<file path="src/rtl/ies_pkg.sv">
package ies_pkg;

    localparam int REG_W = 32;

    localparam int BIT_BUS_RST = 17;
    localparam int BIT_SID     = 16;
    localparam int BIT_SID2    = 15;
    localparam int BIT_LOCK    = 9;
    localparam int BIT_POST    = 8;
    localparam int BIT_ISO_RX  = 7;
    localparam int BIT_ISO_TX  = 6;
    localparam int BIT_RSP_PKT = 5;
    localparam int BIT_REQ_PKT = 4;
    localparam int BIT_RSP_RX  = 3;
    localparam int BIT_REQ_RX  = 2;
    localparam int BIT_RSP_TX  = 1;
    localparam int BIT_REQ_TX  = 0;

    // Bits held in flops; everything else is live or reads zero.
    localparam logic [REG_W-1:0] LATCH_MASK = 32'h0003_833F;

    typedef enum logic [1:0] {
        OP_STAT = 2'd0,
        OP_SET  = 2'd1,
        OP_CLR  = 2'd2,
        OP_NONE = 2'd3
    } bus_op_e;

endpackage

</file>
<file path="src/rtl/ies_bus_decode.sv">
module ies_bus_decode
    import ies_pkg::*;
#(
    parameter int ADDR_W = 2
) (
    input  logic              bus_wr,
    input  logic [ADDR_W-1:0] bus_addr,
    input  logic [REG_W-1:0]  bus_wdata,
    output logic [REG_W-1:0]  set_vec,
    output logic [REG_W-1:0]  clr_vec,
    output logic              rd_sel
);

    bus_op_e op;

    always_comb begin
        if (bus_addr == ADDR_W'(OP_STAT))
            op = OP_STAT;
        else if (bus_addr == ADDR_W'(OP_SET))
            op = OP_SET;
        else if (bus_addr == ADDR_W'(OP_CLR))
            op = OP_CLR;
        else
            op = OP_NONE;
    end

    always_comb begin
        set_vec = '0;
        clr_vec = '0;
        rd_sel  = 1'b0;
        unique case (op)
            OP_STAT: rd_sel = 1'b1;
            OP_SET:  if (bus_wr) set_vec = bus_wdata & LATCH_MASK;
            OP_CLR:  if (bus_wr) clr_vec = bus_wdata & LATCH_MASK;
            OP_NONE: ;
            default: ;
        endcase
    end

endmodule

</file>
<file path="src/rtl/ies_latch_bank.sv">
module ies_latch_bank
    import ies_pkg::*;
(
    input  logic             clk,
    input  logic             rst_n,
    input  logic [REG_W-1:0] evt_vec,
    input  logic [REG_W-1:0] set_vec,
    input  logic [REG_W-1:0] clr_vec,
    input  logic [REG_W-1:0] kill_vec,
    output logic [REG_W-1:0] stat_q
);

    for (genvar i = 0; i < REG_W; i++) begin : g_bit
        logic nxt;

        // Kill wins over everything; an event or set wins over a clear.
        always_comb begin
            if (kill_vec[i])
                nxt = 1'b0;
            else
                nxt = evt_vec[i] | set_vec[i] | (stat_q[i] & ~clr_vec[i]);
        end

        always_ff @(posedge clk or negedge rst_n) begin
            if (!rst_n)
                stat_q[i] <= 1'b0;
            else
                stat_q[i] <= LATCH_MASK[i] ? nxt : 1'b0;
        end
    end

endmodule

</file>
<file path="src/rtl/ies_iso_reduce.sv">
module ies_iso_reduce #(
    parameter int N_CTX = 4
) (
    input  logic [N_CTX-1:0] ctx_evt,
    input  logic [N_CTX-1:0] ctx_msk,
    output logic             any_hit
);

    logic [N_CTX-1:0] hit_v;

    for (genvar c = 0; c < N_CTX; c++) begin : g_ctx
        assign hit_v[c] = ctx_evt[c] & ctx_msk[c];
    end

    assign any_hit = |hit_v;

endmodule

</file>
<file path="src/rtl/ies_irq_status.sv">
module ies_irq_status
    import ies_pkg::*;
#(
    parameter int ADDR_W = 2,
    parameter int N_RX   = 4,
    parameter int N_TX   = 4
) (
    input  logic              clk,
    input  logic              rst_n,
    input  logic              bus_wr,
    input  logic [ADDR_W-1:0] bus_addr,
    input  logic [31:0]       bus_wdata,
    output logic [31:0]       bus_rdata,
    input  logic              evt_bus_reset,
    input  logic              evt_selfid_done,
    input  logic              evt_lock_err,
    input  logic              evt_post_err,
    input  logic              evt_rsp_pkt,
    input  logic              evt_req_pkt,
    input  logic              evt_rsp_rx_done,
    input  logic              evt_req_rx_done,
    input  logic              evt_rsp_tx_done,
    input  logic              evt_req_tx_done,
    input  logic [N_RX-1:0]   iso_rx_evt,
    input  logic [N_RX-1:0]   iso_rx_msk,
    input  logic [N_TX-1:0]   iso_tx_evt,
    input  logic [N_TX-1:0]   iso_tx_msk,
    input  logic [31:0]       irq_en,
    output logic              irq_out
);

    logic [REG_W-1:0] set_vec;
    logic [REG_W-1:0] clr_vec;
    logic [REG_W-1:0] evt_vec;
    logic [REG_W-1:0] kill_vec;
    logic [REG_W-1:0] stat_q;
    logic [REG_W-1:0] word;
    logic             rd_sel;
    logic             rx_live;
    logic             tx_live;

    ies_bus_decode #(
        .ADDR_W (ADDR_W)
    ) u_dec (
        .bus_wr    (bus_wr),
        .bus_addr  (bus_addr),
        .bus_wdata (bus_wdata),
        .set_vec   (set_vec),
        .clr_vec   (clr_vec),
        .rd_sel    (rd_sel)
    );

    always_comb begin
        evt_vec              = '0;
        evt_vec[BIT_BUS_RST] = evt_bus_reset;
        evt_vec[BIT_SID]     = evt_selfid_done;
        evt_vec[BIT_SID2]    = evt_selfid_done;
        evt_vec[BIT_LOCK]    = evt_lock_err;
        evt_vec[BIT_POST]    = evt_post_err;
        evt_vec[BIT_RSP_PKT] = evt_rsp_pkt;
        evt_vec[BIT_REQ_PKT] = evt_req_pkt;
        evt_vec[BIT_RSP_RX]  = evt_rsp_rx_done;
        evt_vec[BIT_REQ_RX]  = evt_req_rx_done;
        evt_vec[BIT_RSP_TX]  = evt_rsp_tx_done;
        evt_vec[BIT_REQ_TX]  = evt_req_tx_done;
    end

    // Any request to raise bit 17 wipes the primary self-ID flag.
    always_comb begin
        kill_vec          = '0;
        kill_vec[BIT_SID] = evt_vec[BIT_BUS_RST] | set_vec[BIT_BUS_RST];
    end

    ies_latch_bank u_bank (
        .clk      (clk),
        .rst_n    (rst_n),
        .evt_vec  (evt_vec),
        .set_vec  (set_vec),
        .clr_vec  (clr_vec),
        .kill_vec (kill_vec),
        .stat_q   (stat_q)
    );

    ies_iso_reduce #(
        .N_CTX (N_RX)
    ) u_rx (
        .ctx_evt (iso_rx_evt),
        .ctx_msk (iso_rx_msk),
        .any_hit (rx_live)
    );

    ies_iso_reduce #(
        .N_CTX (N_TX)
    ) u_tx (
        .ctx_evt (iso_tx_evt),
        .ctx_msk (iso_tx_msk),
        .any_hit (tx_live)
    );

    always_comb begin
        word             = stat_q;
        word[BIT_ISO_RX] = rx_live;
        word[BIT_ISO_TX] = tx_live;
    end

    assign bus_rdata = rd_sel ? word : '0;
    assign irq_out   = |(word & irq_en);

endmodule

</file>
<file path="config.mk">
export PLATFORM = sky130hd
export DESIGN_NAME = ies_irq_status
export DESIGN_NICKNAME = d
export VERILOG_FILES = /design/src/rtl/ies_pkg.sv /design/src/rtl/ies_bus_decode.sv /design/src/rtl/ies_latch_bank.sv /design/src/rtl/ies_iso_reduce.sv /design/src/rtl/ies_irq_status.sv
export SDC_FILE = /design/constraint.sdc
export NUM_CORES = 1
export LEC_CHECK = 0
export BUFFER_PORTS_ARGS = -buffer_cell sky130_fd_sc_hd__buf_2
export CORE_MARGIN = 1
export CORE_UTILIZATION = 30
export CTS_CLUSTER_DIAMETER = 60
export DETAILED_ROUTE_END_ITERATION = 12
export GPL_TIMING_DRIVEN = 0
export PLACE_DENSITY = 0.89
export SKIP_LAST_GASP = 1
export SLEW_MARGIN = 20
export SYNTH_ARGS = -nofsm -noshare
export SYNTH_HDL_FRONTEND = slang
export SYNTH_SLANG_ARGS = --single-unit
</file>
<file path="constraint.sdc">
create_clock -name clk -period 1.29 [get_ports clk]
set_clock_uncertainty 0.15 [all_clocks]
set_input_delay 0.0645 -clock clk [delete_from_list [all_inputs] [get_ports clk]]
set_output_delay 0.0645 -clock clk [all_outputs]
set_load 0.02 [all_outputs]
</file>
* Word level (Yosys, flattened, before mapping)
Cells that the tools add are included.
** Word-level totals
- Latch bits :: 0
- Register bits :: 11
- Output and inout bits :: 33
- Bits of input ports :: 95
- Word-level logic and storage cells :: 82
- Bits in writable memories :: 0
- Memories kept :: 0
- Memory bits (read-only) :: 0
** Operators by class
- Multiplexer cells :: 9
- Bitwise operators :: 53
- Equality and inequality tests :: 4
- $add $sub $neg :: 0
- Multipliers :: 0
- Shift operators :: 0
- Reduce and logical (&&, ||, !) cells :: 5
- $lt $le $gt $ge :: 0
- Div/mod/pow operators :: 0
** Operators with widths (number)
- $mux W18 :: 4
- $and A18 B32 Y32 :: 1
- $reduce_or A32 Y1 :: 1
- $or A1 B1 Y1 :: 22
- $and A1 B1 Y1 :: 19
- $not A1 Y1 :: 11
- $reduce_or A4 Y1 :: 2
- $eq A2 B1 Y1 const B :: 2
- $eq A2 B2 Y1 const B :: 2
- $logic_not A2 Y1 :: 2
- $mux W2 :: 2
- $mux W1 :: 3

* Depth between registers and ports, before layout
- Depth after elaboration :: 10
- Gate-level depth with buffers :: 5
- Mapped depth without buffers :: 4

* By module
From an unflattened synthesis, not the netlist that was laid out.
** Second synthesis, totals
- Cell total of the unflattened synthesis :: 202
- Area total of the unflattened synthesis :: 1611.5 sq um
** By module, submodules not included
- ies_latch_bank :: area an instance 601.8 sq um, cells an instance 66, seq. area each 275.3 sq um, times used 1
- ies_bus_decode :: area an instance 588.1 sq um, cells an instance 72, seq. area each 0.0 sq um, times used 1
- ies_irq_status :: area an instance 384.1 sq um, cells an instance 58, seq. area each 0.0 sq um, times used 1
- ies_iso_reduce :: area an instance 18.8 sq um, cells an instance 3, seq. area each 0.0 sq um, times used 2

* Worst setup path before layout
Ideal clock, no wire load.
- Path kind :: reg-to-output
- Start :: reg u_bank.stat_q[9]
- End :: out irq_out
- Buffers on the path :: 0
- Path slack :: -62 ps
- Stages on the path, launching flop included :: 5
- Data arrival time :: 1137 ps
- Data required time :: 1076 ps
- Cells stage by stage :: dfrtp_1 a22o_1 a221oi_1 and3_1 o211ai_1
** On the way
- Word-level cells in the longest chain between the ends :: 2
** RTL lines
- start: declaration :: RTL line ies_latch_bank.sv:10 : output logic [REG_W-1:0] stat_q
- start signal: indexed assignment :: RTL line ies_latch_bank.sv:28 : stat_q[i] <= LATCH_MASK[i] ? nxt : 1'b0;
- $and A18 B32 Y32 :: RTL line ies_irq_status.sv:107 : assign irq_out = |(word & irq_en);
- $reduce_or A32 Y1 :: RTL line ies_irq_status.sv:107
- end: declaration :: RTL line ies_irq_status.sv:29 : output logic irq_out
Every way passes these cells.

* Final worst setup path
- Start :: reg u_bank.stat_q[3]
- End :: out irq_out
Same word-level chain as after synthesis.

==> flow_summary.yaml <==
power:
  peakVddDrop_uv: 321
  leakage_nw: 0.884
  p_clk_share_pct: 21.8
  p_per_area_nw_per_um2: 651
  p_int_mw: 0.729
  sw_frac_of_total_pct: 33.5
  p_seq_share_pct: 35.2
  p_sw_mw: 0.368
  total_power_mw: 1.10
  combPwrFrac_pct: 43.0
clocking:
  cts-root-buf: "clkbuf_4"
  cts_made_buffers: 3
  clk_pin_slew_ns: 0.07
  clkLatencyLatePin_ns: 0.27
  clock_path_buffers: 2
  clock_sinks: 11
  cts_tree: "done"
  htree_levels: 1
routing:
  drt_wl_total_um: 3280
  drc_errors: 9
  vias: 1272
  viasPerCell: 4.97
  dr.pass1.iters: 9
  wire_per_inst_um: 12.8
  ant_nets: 0
  drt_iter0_markers: 72
logic_synthesis:
  ys_seq_elements: 11
  synth_top_family_by_area: "compound AO/OA/AOI/OAI gates"
  synth.avg_cell_area_um2: 8.36
  synth_area_um2: 920
  synth_xor_area_share_pct: 0
  ys.flop_type: "dfrtp_1"
  synth_fa_ha_area_share_pct: 0
  ys_types: 27
  yosysSeqAreaShare_pct: 29.9
  synthSimpleGateAreaFrac_pct: 18.5
  synthArstFlopShare_pct: 100
  netlist_instances: 110
  synth_mux_area_share_pct: 0
  ys_warn_count: 0
  synth_compound_area_share_pct: 32.4
  synth_edf_count: 0
critical_path:
  crit_arrival_ns: 1.51
  endpoint_kind: "output port"
  ff2ff_setup_slack_ns: 0.11
  cp-start-kind: "flip-flop"
  path_max_fanout: 2
  crit_type: "flip-flop to output port"
  crit_required_ns: 1.08
worst_hold_path:
  hp-class: "primary input to flip-flop"
status:
  outcome: "complete, but fails checks"
  violations: "design-rule violations, negative setup slack"
floorplan:
  die_area_um2: 3290
  start_util_pct: 32.5
  die_h_um: 57.4
  io_pins: 128
  placementRows: 19
  die_w_um: 57.4
  core_um2: 2830
timing:
  rsz0062_at_grt: "true"
  setup_slack_ns: -0.432
  setup_viol: 2
  final_max_slew_viol_count: 0
  timing.final.crit_period_ns: 1.72
  finalHoldViolations: 0
  layout_worst_path_cycle_share_pct: 133
  fmax_mhz: 581
  tightest_slew_ns: 0.506
  slew_headroom_pct: 66.3
  tns_ns: -0.527
finish:
  area_growth_pct: 83.1
  largest_register_ffs: 11
  nNetsFinal: 321
  diodes: 0
  top_register: "u_bank.stat_q"
  fill_cells: 234
  postLayoutCellArea_um2: 1680
  final_layout_size_suffix_gt1_share_pct: 48.0
  reg_top3: "u_bank.stat_q: 11 flops"
  final_core_util_pct: 59.5
  layout_common_cells: "buf_2 (67), buf_4 (22), dlygate4sd3_1 (20), conb_1 (19), dfrtp_1 (11)"
  layout.cells.non_filler: 256
  final_common_cell: "buf_2"
global_route:
  grt_pass1_wl_um: 4920
  grt_max_degree: 12
  grt_pass1_vias: 1178
  grt-ovfl-total: 0
  grt_usage_pct: 19.5
  grt_antenna_before_repair: 0
place:
  gp_congestion: 0.768
  hpwl_um: 2270
  placed_area_um2: 1370
  placed_cells: 227
  io_buffers: 68
flow_run:
  maxCapViolations: 0
## power groups by stage
stage	logic (mW)	registers (mW)	clock network (mW)
after floorplan	0.233	0.387	0
after global placement	0.371	0.392	0
after detailed placement	0.377	0.394	0
after CTS	0.443	0.386	0.237
after global routing	0.507	0.389	0.261
final	0.472	0.386	0.239
## what timing repair did
action / CTS / global route
gates resized for setup: 2 / 15
pin swaps: 2 / 1
endpoints found under the setup margin: 1 / 11
endpoints found under the hold margin: 22 / 0
setup buffers: 4 / 1
hold buffers: 20 / 0
## final timing paths
path,startpoint,end,cells past startpoint
worst max-delay path,u_bank.stat_q[3]$_DFF_PN0_,irq_out,5
worst min-delay path,bus_wdata[17],u_bank.stat_q[16]$_DFF_PN0_,3
worst max register to register,u_bank.stat_q[16]$_DFF_PN0_,u_bank.stat_q[16]$_DFF_PN0_,3
worst min register to register,u_bank.stat_q[5]$_DFF_PN0_,u_bank.stat_q[5]$_DFF_PN0_,2
max in group asynchronous,rst_n,u_bank.stat_q[16]$_DFF_PN0_,2
min in group asynchronous,rst_n,u_bank.stat_q[15]$_DFF_PN0_,2
## routing by layer
layer / vias to the layer above / track usage, % / routed length [µm] / share of wire, %
met3: 11 / 5.44 / 335 / 10
met1: 567 / 20.3 / 1180 / 36
met4: 0 / 8.36 / 75 / 2.3
li1: 605 / - / - / -
met5: - / 0 / 0 / 0
met2: 89 / 36.2 / 1690 / 51
## synthesized netlist by cell type, drive strengths merged, types with 2 or more instances
cell	number	area, µm²
clkbuf	2	7.51
o21bai	9	67.6
a21oi	10	50.1
inv	2	7.50
a31oi	9	56.3
a221oi	4	35.0
and3	2	17.5
nor3	2	10.0
dfrtp	11	275
and2	11	68.8
nor2	2	7.51
buf	22	158
a22o	4	35.0
nand3	10	50.1
## worst max-delay path: stages, from the launching register on
cell and delay [ns]:
dfrtp_1 0.39, a22o_1 0.24, a221oi_2 0.19, and3_1 0.19
o211ai_1 0.07, buf_2 0.17
## logic make-up (layout without fill, tap and decap cells)
family                 after synthesis  count (layout)
AOI/OAI and AO/OA                   42              42
buffers and inverters               26             123
DFF                                 11              11
other                                1              19
and+or+nand+nor                     30              30
## layout make-up
type                            count  area [µm²]  share of cell area, %
Clock buffer                        4        26.3                   1.56
Buffer                             24         166                   9.88
Inverter                            2        7.51                  0.446
Sequential cell                    11         275                   16.3
Tap cell                           31        38.8                   2.30
Multi-Input combinational cell     91         559                   33.2
Timing Repair Buffer               93         611                   36.3
## metrics by stage
stage	hold slack [ns]	setup slack, ns
6_report	0.0153	-0.432
5_1_grt	0.0227	-0.482
4_1_cts	0.0224	-0.427
3_5_place_dp	-0.203	-0.229
3_3_place_gp	-0.199	-0.227
2_1_floorplan	-0.381	-0.0469
(Power assumes the default switching activity.)
